**src/rtl/acc_pkg.sv**
```systemverilog
`timescale 1ns/1ps
package acc_pkg;

  localparam int OPC_W      = 4;
  localparam int NUM_PHASES = 6;
  localparam int NUM_SRC    = 5;

  // bus source indices (select bit positions)
  localparam int SRC_PC  = 0;
  localparam int SRC_MEM = 1;
  localparam int SRC_IR  = 2;
  localparam int SRC_ACC = 3;
  localparam int SRC_ALU = 4;

  // opcode encodings (upper field of the instruction word)
  localparam logic [OPC_W-1:0] OP_LDA = 4'h0;
  localparam logic [OPC_W-1:0] OP_ADD = 4'h1;
  localparam logic [OPC_W-1:0] OP_SUB = 4'h2;
  localparam logic [OPC_W-1:0] OP_OUT = 4'hE;
  localparam logic [OPC_W-1:0] OP_HLT = 4'hF;

  // 12-bit control word: drivers (drv_*), loads (ld_*), counter step, ALU mode
  typedef struct packed {
    logic step_pc;
    logic drv_pc;
    logic ld_mar;
    logic drv_mem;
    logic ld_ir;
    logic drv_ir;
    logic ld_acc;
    logic drv_acc;
    logic alu_sub;
    logic drv_alu;
    logic ld_b;
    logic ld_out;
  } ctl_word_t;

endpackage

```
**src/rtl/acc_sequencer.sv**
```systemverilog
`timescale 1ns/1ps
module acc_sequencer
  import acc_pkg::*;
(
  input  logic                  clk,
  input  logic                  rst,
  input  logic [OPC_W-1:0]      opcode,
  output ctl_word_t             cw,
  output logic [NUM_PHASES-1:0] phase,
  output logic                  halted
);

  logic [NUM_PHASES-1:0] phase_q;
  logic                  halted_q;
  logic                  is_lda, is_add, is_sub, is_out, is_hlt;
  logic                  is_mem_ref, is_arith;
  logic                  hold;

  // opcode decode: a direct tap of the instruction register, no bus involved
  always_comb begin
    is_lda     = (opcode == OP_LDA);
    is_add     = (opcode == OP_ADD);
    is_sub     = (opcode == OP_SUB);
    is_out     = (opcode == OP_OUT);
    is_hlt     = (opcode == OP_HLT);
    is_mem_ref = is_lda | is_add | is_sub;
    is_arith   = is_add | is_sub;
  end

  // machine-wide clock enable: low once a halt opcode reaches the third phase
  assign hold = halted_q | (is_hlt & phase_q[2]);

  always_ff @(posedge clk) begin
    if (rst) begin
      phase_q <= NUM_PHASES'(1);
    end else if (!hold) begin
      phase_q <= {phase_q[NUM_PHASES-2:0], phase_q[NUM_PHASES-1]};
    end
  end

  always_ff @(posedge clk) begin
    if (rst) begin
      halted_q <= 1'b0;
    end else if (is_hlt && phase_q[2]) begin
      halted_q <= 1'b1;
    end
  end

  // control word: sum of products of phase and decoded opcode
  always_comb begin
    cw = '0;
    if (!hold) begin
      cw.drv_pc  = phase_q[0];
      cw.ld_mar  = phase_q[0] | (phase_q[3] & is_mem_ref);
      cw.drv_mem = phase_q[1] | (phase_q[4] & is_mem_ref);
      cw.ld_ir   = phase_q[1];
      cw.step_pc = phase_q[2];
      cw.drv_ir  = phase_q[3] & is_mem_ref;
      cw.drv_acc = phase_q[3] & is_out;
      cw.ld_out  = phase_q[3] & is_out;
      cw.ld_acc  = (phase_q[4] & is_lda) | (phase_q[5] & is_arith);
      cw.ld_b    = phase_q[4] & is_arith;
      cw.drv_alu = phase_q[5] & is_arith;
      cw.alu_sub = phase_q[5] & is_sub;
    end
  end

  assign phase  = phase_q;
  assign halted = halted_q;

endmodule

```
**src/rtl/acc_alu.sv**
```systemverilog
`timescale 1ns/1ps
module acc_alu #(
  parameter int DATA_W = 8
) (
  input  logic [DATA_W-1:0] lhs,
  input  logic [DATA_W-1:0] rhs,
  input  logic              sub,
  output logic [DATA_W-1:0] result
);

  logic [DATA_W-1:0] rhs_mod;

  // subtract = add the one's complement plus a carry-in of one
  always_comb begin
    rhs_mod = sub ? ~rhs : rhs;
    result  = lhs + rhs_mod + DATA_W'(sub);
  end

endmodule

```
**src/rtl/acc_bus.sv**
```systemverilog
`timescale 1ns/1ps
module acc_bus #(
  parameter int DATA_W  = 8,
  parameter int NUM_SRC = 5
) (
  input  logic [NUM_SRC-1:0]        sel,
  input  logic [NUM_SRC*DATA_W-1:0] src,
  output logic [DATA_W-1:0]         bus
);

  logic [DATA_W-1:0] gated [NUM_SRC];

  // AND-OR multiplexer in place of tri-state drivers
  for (genvar i = 0; i < NUM_SRC; i++) begin : g_gate
    assign gated[i] = src[i*DATA_W +: DATA_W] & {DATA_W{sel[i]}};
  end

  always_comb begin
    bus = '0;
    for (int i = 0; i < NUM_SRC; i++) begin
      bus = bus | gated[i];
    end
  end

endmodule

```
**src/rtl/acc_progmem.sv**
```systemverilog
`timescale 1ns/1ps
module acc_progmem #(
  parameter int                          ADDR_W  = 4,
  parameter int                          DATA_W  = 8,
  parameter logic [(2**ADDR_W)*DATA_W-1:0] CONTENT = '0
) (
  input  logic [ADDR_W-1:0] addr,
  output logic [DATA_W-1:0] rdata
);

  localparam int DEPTH = 2**ADDR_W;

  logic [DATA_W-1:0] words [DEPTH];

  for (genvar i = 0; i < DEPTH; i++) begin : g_word
    assign words[i] = CONTENT[i*DATA_W +: DATA_W];
  end

  // asynchronous read from the address register
  assign rdata = words[addr];

endmodule

```
**src/rtl/acc_machine.sv**
```systemverilog
`timescale 1ns/1ps
module acc_machine
  import acc_pkg::*;
#(
  parameter int                            ADDR_W  = 4,
  parameter int                            DATA_W  = 8,
  parameter logic [(2**ADDR_W)*DATA_W-1:0] PROGRAM = {
    8'h05, 8'h03, 8'h00, 8'h00, 8'h00, 8'h00, 8'h00, 8'h00,
    8'h00, 8'h00, 8'h00, 8'hF0, 8'hE0, 8'h1E, 8'hE0, 8'h0F}
) (
  input  logic              clk,
  input  logic              rst,
  output logic [DATA_W-1:0] out_val,
  output logic              halted
);

  localparam int PAD_W = DATA_W - ADDR_W;

  ctl_word_t             cw;
  logic [NUM_PHASES-1:0] phase;
  logic                  halted_s;
  logic [ADDR_W-1:0]     pc_q, mar_q;
  logic [DATA_W-1:0]     ir_q, acc_q, b_q, out_q;
  logic [DATA_W-1:0]     bus, mem_data, alu_y;
  logic [NUM_SRC-1:0]    bus_sel;
  logic [NUM_SRC*DATA_W-1:0] bus_src;

  acc_sequencer u_seq (
    .clk    (clk),
    .rst    (rst),
    .opcode (ir_q[DATA_W-1 -: OPC_W]),
    .cw     (cw),
    .phase  (phase),
    .halted (halted_s)
  );

  acc_progmem #(.ADDR_W(ADDR_W), .DATA_W(DATA_W), .CONTENT(PROGRAM)) u_mem (
    .addr  (mar_q),
    .rdata (mem_data)
  );

  acc_alu #(.DATA_W(DATA_W)) u_alu (
    .lhs    (acc_q),
    .rhs    (b_q),
    .sub    (cw.alu_sub),
    .result (alu_y)
  );

  always_comb begin
    bus_sel          = '0;
    bus_sel[SRC_PC]  = cw.drv_pc;
    bus_sel[SRC_MEM] = cw.drv_mem;
    bus_sel[SRC_IR]  = cw.drv_ir;
    bus_sel[SRC_ACC] = cw.drv_acc;
    bus_sel[SRC_ALU] = cw.drv_alu;
    bus_src                              = '0;
    bus_src[SRC_PC*DATA_W  +: DATA_W]    = {{PAD_W{1'b0}}, pc_q};
    bus_src[SRC_MEM*DATA_W +: DATA_W]    = mem_data;
    bus_src[SRC_IR*DATA_W  +: DATA_W]    = {{PAD_W{1'b0}}, ir_q[ADDR_W-1:0]};
    bus_src[SRC_ACC*DATA_W +: DATA_W]    = acc_q;
    bus_src[SRC_ALU*DATA_W +: DATA_W]    = alu_y;
  end

  acc_bus #(.DATA_W(DATA_W), .NUM_SRC(NUM_SRC)) u_bus (
    .sel (bus_sel),
    .src (bus_src),
    .bus (bus)
  );

  always_ff @(posedge clk) begin
    if (rst)             pc_q <= '0;
    else if (cw.step_pc) pc_q <= pc_q + 1'b1;
  end

  always_ff @(posedge clk) begin
    if (rst)            mar_q <= '0;
    else if (cw.ld_mar) mar_q <= bus[ADDR_W-1:0];
  end

  always_ff @(posedge clk) begin
    if (rst)           ir_q <= '0;
    else if (cw.ld_ir) ir_q <= bus;
  end

  always_ff @(posedge clk) begin
    if (rst)            acc_q <= '0;
    else if (cw.ld_acc) acc_q <= bus;
  end

  always_ff @(posedge clk) begin
    if (rst)          b_q <= '0;
    else if (cw.ld_b) b_q <= bus;
  end

  always_ff @(posedge clk) begin
    if (rst)            out_q <= '0;
    else if (cw.ld_out) out_q <= bus;
  end

  assign out_val = out_q;
  assign halted  = halted_s;

endmodule

```
**config.mk**
```make
export PLATFORM = sky130hd
export DESIGN_NAME = acc_machine
export DESIGN_NICKNAME = d
export VERILOG_FILES = /design/src/rtl/acc_pkg.sv /design/src/rtl/acc_sequencer.sv /design/src/rtl/acc_alu.sv /design/src/rtl/acc_bus.sv /design/src/rtl/acc_progmem.sv /design/src/rtl/acc_machine.sv
export SDC_FILE = /design/constraint.sdc
export NUM_CORES = 1
export LEC_CHECK = 0
export ABC_AREA = 1
export ABC_CLOCK_PERIOD_IN_PS = 4350
export BUFFER_PORTS_ARGS = -buffer_cell sky130_fd_sc_hd__clkbuf_2
export CORE_ASPECT_RATIO = 0.9
export CORE_UTILIZATION = 60
export CTS_CLUSTER_DIAMETER = 120
export CTS_CLUSTER_SIZE = 25
export DETAILED_ROUTE_END_ITERATION = 12
export HOLD_SLACK_MARGIN = 0.02
export PLACE_DENSITY = 0.88
export SYNTH_ARGS = -nofsm -noshare
export SYNTH_HDL_FRONTEND = slang
export SYNTH_SLANG_ARGS = --single-unit
```
**constraint.sdc**
```tcl
create_clock -name clk -period 4.35 [get_ports clk]
set_input_delay 0.87 -clock clk [delete_from_list [all_inputs] [get_ports clk]]
set_output_delay 0.87 -clock clk [all_outputs]
set_load 0.01 [all_outputs]
```
==> metrics.md, run 1 <==
| Metric | Value |
|---|---|
| Status | finished, final reports clean |
| Synth Register Bits | 47 |
| Root Driver | clkbuf_8 |
| Global route overflow | 0 |
| Final Skew | 0.00873 ns |
| Worst-Skew Late Latency | 0.31 ns |
| Leakage | 1.39 nW |
| CORE AREA | 0.00413 mm2 |
| Area Growth Syn to Fin | 7.23% |
| Worst path bufs/invs | 1 |
| # DRC | 0 |
| Initial DRC count | 213 |
| CP startpoint | ir_q[6]$_SDFFE_PP0P_ |
| Die area | 0.00462 mm2 |
| # hold bufs at CTS | 0 |
| Ant. Diodes | 0 |
| WL final | 5.99 mm |
| Synth Cell Area | 0.00261 mm2 |
| CP max stage delay | 0.45 ns |
| Startpoint types | register |
| Worst Reg-to-Reg Cells | 12 |
| Clock power share | 38.5% |
| Die W | 71.6 um |
| Initial core utilization | 63.3% |
| Max-slew violations | 0 |
| Final min period | 2.61 ns |
| Max-slew headroom | 38.6% |
| Max-capacitance violation count | 0 |
| Register area share after synthesis | 36.0% |
| Endpoints failing hold | 0 |
| Crit path arrival time | 2.78 ns |
| CP delay by family, top | simple AND/OR/NAND/NOR gates |
| Fin util | 67.9% |
| Asr flop ratio synth | 0% |
| Hold Path Class | register to register |
| CTS sink cnt | 47 |
| Mapped Cells | 370 |
| Reg2Reg Setup Slack | 1.74 ns |
| Vias in the first global route | 2149 |
| Vias | 2420 |
| H-tree levels | 2 |
| Slew at the pin closest to its max-slew limit | 0.918 ns |
| Syn Nets | 380 |
| Hold Crit Depth | 2 |
| Crit. End Element | register |
| CP Cell Sequence | nor2_2, inv_1, nor2_4, nand3_4, xor2_1, fa_1, nand3_1, nand2_1, xnor2_1, nor2_1, a221oi_2, a21oi_1 |
| Final cycle utilization of the critical path | 60.1% |
| Clk buf depth | 2 |
| Pwr dens | 310 mW/mm2 |
| CP required | 4.52 ns |
| Final setup fails | 0 |
| DR pass1 iterations | 5 |
| Worst reg2reg path startpoint | ir_q[6]$_SDFFE_PP0P_ |
| Crit Path Class | register to register |
| Cts bufs inserted | 5 |
| Worst R2R End | out_val[4]$_SDFFE_PP0P_ |
| Switching Fraction | 24.8% |
| Synth unique cells | 34 |
| Vert. Die Dim | 64.6 um |
| Most frequent cells in the layout | inv_1, dfxtp_1, nand2_1 |
| Nets@finish | 389 |
| Initial antenna violation count | 0 |
| Crit path max fanout | 9 |
| Stages on worst setup path | 12 |
| Largest net degree at the start of global routing | 28 |
| Share of layout cells above drive strength 1 | 10.0% |
| Critical-path top delay cell | fa_1 |
| CTS tree | yes |
| Post_cts resized | 0 |
| First-pass GRT wire length | 9.84 mm |
| Vias/cell | 5.65 |
| Setup Fix Bufs, Post-CTS | 0 |
| Post-synth EDFFs | 0 |
| Critical Path End | out_val[4]$_SDFFE_PP0P_ |
| Commonest non-fill, non-tap cell in the layout | inv_1 |
| Final ANT Viol Nets | 0 |
| Total GRT Usage | 27.9% |
| Highest clock rate | 0.383 GHz |
| Internal power | 0.654 mW |
| Syn avg cell area | 7.06 um2 |
| Wirelength per Cell | 14.0 um |
| IO Count | 11 |
| Worst-path clk slew | 0.09 ns |
| Unrepaired setup endpoints after global routing | no |
| Psw | 0.216 mW |
| Ys Warns | 0 |
| Std-Cell Rows | 22 |
| Sequential power share | 52.2% |
| Logic pwr share | 9.4% |
| Post-DP HPWL | 4.32 mm |
| GPL Wtd Cong | 0.882 |
| Setup TNS | 0 ns |
| Ys flop type | dfxtp_1 |
| Worst vdd ir | 0.245 mV |
| Buffers on Ports | 10 |
[power groups by stage]
stage	clock network [mW]	registers (mW)	logic, mW
floorplan	0	0.461	0.0636
global placement	0	0.463	0.0767
detailed placement	0	0.463	0.0793
CTS	0.335	0.453	0.0801
global route	0.356	0.455	0.0909
finish	0.335	0.454	0.0816
[synth_stat cells, types with 2 or more instances]
| library cell | instances | share of area, % |
|---|---|---|
| o21ai_1 | 8 | 1.5 |
| o22ai_1 | 10 | 2.4 |
| o21bai_1 | 3 | 0.86 |
| nor3_1 | 6 | 1.1 |
| a21oi_1 | 26 | 5.0 |
| nand2_2 | 3 | 0.72 |
| nand2_1 | 44 | 6.3 |
| xnor2_1 | 4 | 1.3 |
| nor2_4 | 3 | 1.3 |
| buf_4 | 2 | 0.57 |
| a21oi_4 | 2 | 1.2 |
| dfxtp_1 | 47 | 36 |
| nand3_1 | 31 | 5.9 |
| clkbuf_1 | 5 | 0.72 |
| inv_2 | 4 | 0.57 |
| inv_1 | 84 | 12 |
| xor2_1 | 6 | 2.0 |
| nor2_1 | 30 | 4.3 |
| nand3_2 | 3 | 1.1 |
| o211ai_1 | 11 | 3.2 |
| ha_1 | 7 | 3.4 |
| o21ai_0 | 19 | 3.6 |
[metal layers]
metal / part of all wire, % / track usage [%] / up-vias
li1: - / - / 1209
met1: 44 / 35.5 / 1098
met2: 47 / 46.2 / 99
met3: 6.6 / 6.84 / 14
met4: 2.2 / 9.56 / 0
met5: 0 / 0 / -
[final cells by class]
cell class	count	area, um2
Clock buffer	6	82.6
Clock inverter	2	35.0
Fill cell	346	1330
Inverter	88	330
Multi-Input combinational cell	227	1300
Sequential cell	47	941
Tap cell	48	60.1
Timing Repair Buffer	10	50.0
[state kept, by name, summed over array words and instances, names as in the netlist]
signal	count
out_val	8
u_seq.halted	1
b_q	8
mar_q	4
u_seq.phase	6
pc_q	4
ir_q	8
acc_q	8
[stage by stage]
stage	setup WS (ns)	hold WS (ns)	instance area, um2	power, mW	cells
final	1.74	0.492	2800	0.870	428
after global routing	1.55	0.511	2800	0.902	428
after CTS	1.77	0.491	2800	0.868	428
after detailed placement	1.84	0.471	2690	0.543	420
after global placement	1.93	0.462	2690	0.539	420
after floorplan	2.05	0.443	2610	0.524	370
[kinds of logic after synthesis]
group                    after synthesis  share of synthesized area (%)
AND/OR/NAND/NOR                      124                           22.3
buffers and inverters                 96                           14.1
AO/OA/AOI/OAI                         85                           20.1
flip-flops                            47                           36.0
XOR/XNOR                              10                           3.35
adder cells (fa/ha/maj)                8                           4.12
[worst register-to-register path, stage by stage, from the launching register on]
cell and delay (ns):
dfxtp_1 0.34, nor2_2 0.17, inv_1 0.10, nor2_4 0.13, nand3_4 0.17, xor2_1 0.22, fa_1 0.45, nand3_1 0.09
nand2_1 0.08, xnor2_1 0.16, nor2_1 0.07, a221oi_2 0.36, a21oi_1 0.13
[worst min path at each step]
stage	start	to	slack, ns
6_report	u_seq.phase[0]$_SDFFE_PP1N_	u_seq.phase[0]$_SDFFE_PP1N_	0.49
3_3_place_gp	u_seq.phase[0]$_SDFFE_PP1N_	u_seq.phase[0]$_SDFFE_PP1N_	0.46
4_1_cts	u_seq.phase[0]$_SDFFE_PP1N_	u_seq.phase[0]$_SDFFE_PP1N_	0.49
2_1_floorplan	u_seq.phase[0]$_SDFFE_PP1N_	u_seq.phase[0]$_SDFFE_PP1N_	0.44
5_1_grt	u_seq.phase[1]$_SDFFE_PP0N_	u_seq.phase[1]$_SDFFE_PP0N_	0.51
3_5_place_dp	u_seq.phase[0]$_SDFFE_PP1N_	u_seq.phase[0]$_SDFFE_PP1N_	0.47
(Power assumes the default switching activity.)
==> inputs of run 2 (changes only) <==
--- a/config.mk
+++ b/config.mk
@@ -5,8 +5,8 @@
 export SDC_FILE = /design/constraint.sdc
 export NUM_CORES = 1
 export LEC_CHECK = 0
-export ABC_AREA = 1
-export ABC_CLOCK_PERIOD_IN_PS = 4350
+export ABC_AREA = 0
+export ABC_CLOCK_PERIOD_IN_PS = 2700
 export BUFFER_PORTS_ARGS = -buffer_cell sky130_fd_sc_hd__clkbuf_2
 export CORE_ASPECT_RATIO = 0.9
 export CORE_UTILIZATION = 60
==> constraint.sdc (replaced) <==
create_clock -name clk -period 2.7 [get_ports clk]
set_input_delay 0.54 -clock clk [delete_from_list [all_inputs] [get_ports clk]]
set_output_delay 0.54 -clock clk [all_outputs]
set_load 0.01 [all_outputs]
==> run 2 against run 1 <==
Against the previous run:
- critical path depth is 4 lower
- first-iteration DRC count fell by 7.5%
- combinational power rose by 69%
- cell area fell by 1.4%
- largest power group unchanged
==> metrics.md, run 2 <==
| Metric | Value |
|---|---|
| Max-slew headroom | 36.2% |
| Root Driver | clkbuf_8 |
| Initial DRC count | 197 |
| Crit path arrival time | 2.83 ns |
| Synth Area in Compound Gates | 24.4% |
| CP Cell Sequence | nor3_4, nand3_4, buf_4, o21ai_0, fa_2, a222oi_1, a21boi_4, a211oi_1 |
| Setup TNS | 0 ns |
| Endpoints failing hold | 0 |
| Multiplexer share of the synthesized area | 1.67% |
| Largest family of logic cells by synthesized area | compound AO/OA/AOI/OAI gates |
| CP max stage delay | 0.49 ns |
| DR pass1 iterations | 5 |
| Synth top area share | 39.3% |
| Initial core utilization | 63.8% |
| Max-capacitance violation count | 0 |
| Cell with the most instances after synthesis | nor2_1 |
| Adder-cell share of the synthesized area | 4.49% |
| Syn avg cell area | 8.59 um2 |
| Std-Cell Rows | 21 |
| Largest net degree at the start of global routing | 48 |
| Syn Nets | 289 |
| Worst-path clk slew | 0.09 ns |
| Register area share after synthesis | 39.3% |
| Final setup fails | 0 |
| Nets@finish | 309 |
| Area Growth Syn to Fin | 15.4% |
| Ys Warns | 0 |
| CORE AREA | 0.00376 mm2 |
| Ys flop type | dfxtp_1 |
| # DRC | 0 |
| First-pass GRT wire length | 8.96 mm |
| Total GRT Usage | 29.2% |
| H-tree levels | 2 |
| Unrepaired setup endpoints after global routing | yes |
| Final min period | 2.69 ns |
| Vias in the first global route | 1901 |
| Ant. Diodes | 0 |
| Crit Path Class | register to register |
| Die W | 68.6 um |
| GPL Wtd Cong | 0.907 |
| Share of layout cells above drive strength 1 | 17.3% |
| Top cells by area, synth | dfxtp_1, a211oi_1, nor2_1 |
| Mapped Cells | 279 |
| Post-Synth Simple-Gate Area | 20.5% |
| Global route overflow | 0 |
| Synth unique cells | 43 |
| Post-synth EDFFs | 0 |
| Max-slew violations | 0 |
| Buffers on Ports | 10 |
| Pwr dens | 512 mW/mm2 |
| Worst-Skew Late Latency | 0.30 ns |
| CTS tree | yes |
| Cts bufs inserted | 5 |
| CTS sink cnt | 47 |
| CP required | 2.84 ns |
| Status | finished, final reports clean |
| Final Skew | 0.0103 ns |
| Startpoint types | register |
| Commonest non-fill, non-tap cell in the layout | nor2_1 |
| Highest clock rate | 0.372 GHz |
| Synth Register Bits | 47 |
| # hold bufs at CTS | 0 |
| Post-synth top area cell | dfxtp_1 |
| Post-DP HPWL | 3.94 mm |
| IO Count | 11 |
| Crit path max fanout | 5 |
| Xor and xnor area share after synthesis | 6.58% |
| Vert. Die Dim | 62.0 um |
| Leakage | 1.04 nW |
| Vias/cell | 6.15 |
| Initial antenna violation count | 0 |
| WL final | 6.02 mm |
| Wirelength per Cell | 17.4 um |
| Most frequent cells in the layout | nor2_1, dfxtp_1, a211oi_1 |
| Top post-synthesis cells by count | nor2_1, dfxtp_1, a211oi_1, nand2_1, a21oi_1 |
| Clk buf depth | 2 |
| Slew at the pin closest to its max-slew limit | 0.957 ns |
| Worst vdd ir | 0.450 mV |
| Fill count | 276 |
| Vias | 2129 |
| Final cycle utilization of the critical path | 99.7% |
| Final ANT Viol Nets | 0 |
| Die area | 0.00425 mm2 |
| Crit. End Element | register |
| Critical-path top delay cell | fa_2 |
| Hold Path Class | register to register |
| Synth Cell Area | 0.00240 mm2 |
| Asr flop ratio synth | 0% |
| Total power draw | 1.41 mW |
## run 2: changes by cell type after synthesis, sizes merged, moves of 6 or more
cell,delta
a211oi,+33
a21oi,-9
inv,-86
nand2,-24
nand3,-29
nor2,+16
nor2b,+6
o211ai,-11
o21ai,-23
o22ai,-10
xnor2,+8
## run 2: cells by family (layout without fill, tap and decap cells)
logic type | count (synthesis) | in the layout
AND/OR/NAND/NOR | 106 | 106
AO/OA/AOI/OAI | 79 | 79
flip-flops | 47 | 47
XOR/XNOR | 18 | 18
buffers and inverters | 17 | 38
adder cells (fa/ha/maj) | 8 | 8
multiplexers | 4 | 4
## run 2: timing repair
action / in CTS / in global routing
pin swaps: 0 / 2
setup endpoints to repair: 8 / 23
hold endpoints to repair: 0 / 0
resized for setup: 3 / 9
buffers inserted: 0 / 1
## run 2: power by group
part | switching [mW] | internal (mW) | leakage, nW | total, mW
combinational | 0.0850 | 0.0530 | 0.599 | 0.138
sequential | 0.0247 | 0.713 | 0.382 | 0.738
clock | 0.239 | 0.300 | 0.0612 | 0.538
total | 0.348 | 1.07 | 1.04 | 1.41
## run 2: layout make-up
type                            count  area (um2)  area share (%)
Multi-Input combinational cell    215        1460            52.6
Inverter                            2        7.51           0.272
Timing Repair Buffer               28         185            6.70
Tap cell                           46        57.6            2.08
Clock buffer                        6        82.6            2.99
Sequential cell                    47         941            34.0
Clock inverter                      2        35.0            1.27
## run 2: per-layer routing
| layer | GRT usage (%) | wire [um] |
|---|---|---|
| met1 | 40.7 | 2700 |
| met2 | 45.8 | 2840 |
| met3 | 4.93 | 358 |
| met4 | 10.1 | 116 |
| met5 | 0 | 0 |
## run 2: stage by stage
step                area [um2]  std cells  hold WS, ns  setup WS [ns]  utilization (%)
floorplan                 2410        279        0.449         0.0694                -
global placement          2580        337        0.469         0.0921             68.7
detailed placement        2580        337        0.475       -0.00227             68.7
CTS                       2710        345        0.486        0.00838             72.1
global route              2760        346        0.511         -0.123             73.6
finish                    2760        346        0.488        0.00930             73.6
## run 2: path summary, 6_finish.rpt
| check | slack (ns) | cells after the start | from | end |
|---|---|---|---|---|
| setup reg to reg | 0.009 | 8 | ir_q[7]$_SDFFE_PP0P_ | ir_q[1]$_SDFFE_PP0P_ |
| hold reg to reg | 0.49 | 2 | u_seq.phase[3]$_SDFFE_PP0N_ | u_seq.phase[3]$_SDFFE_PP0N_ |
| hold / removal | 0.49 | 2 | u_seq.phase[3]$_SDFFE_PP0N_ | u_seq.phase[3]$_SDFFE_PP0N_ |
| setup / recovery | 0.009 | 8 | ir_q[7]$_SDFFE_PP0P_ | ir_q[1]$_SDFFE_PP0P_ |
## run 2: worst max-delay path, delay by kind of cell (launching register included)
| kind | cells | cell delay [ns] |
|---|---|---|
| fa+ha+maj | 1 | 0.49 |
| buf+inv | 1 | 0.17 |
| simple gates | 2 | 0.43 |
| compound gates | 4 | 1.10 |
| flops | 1 | 0.36 |
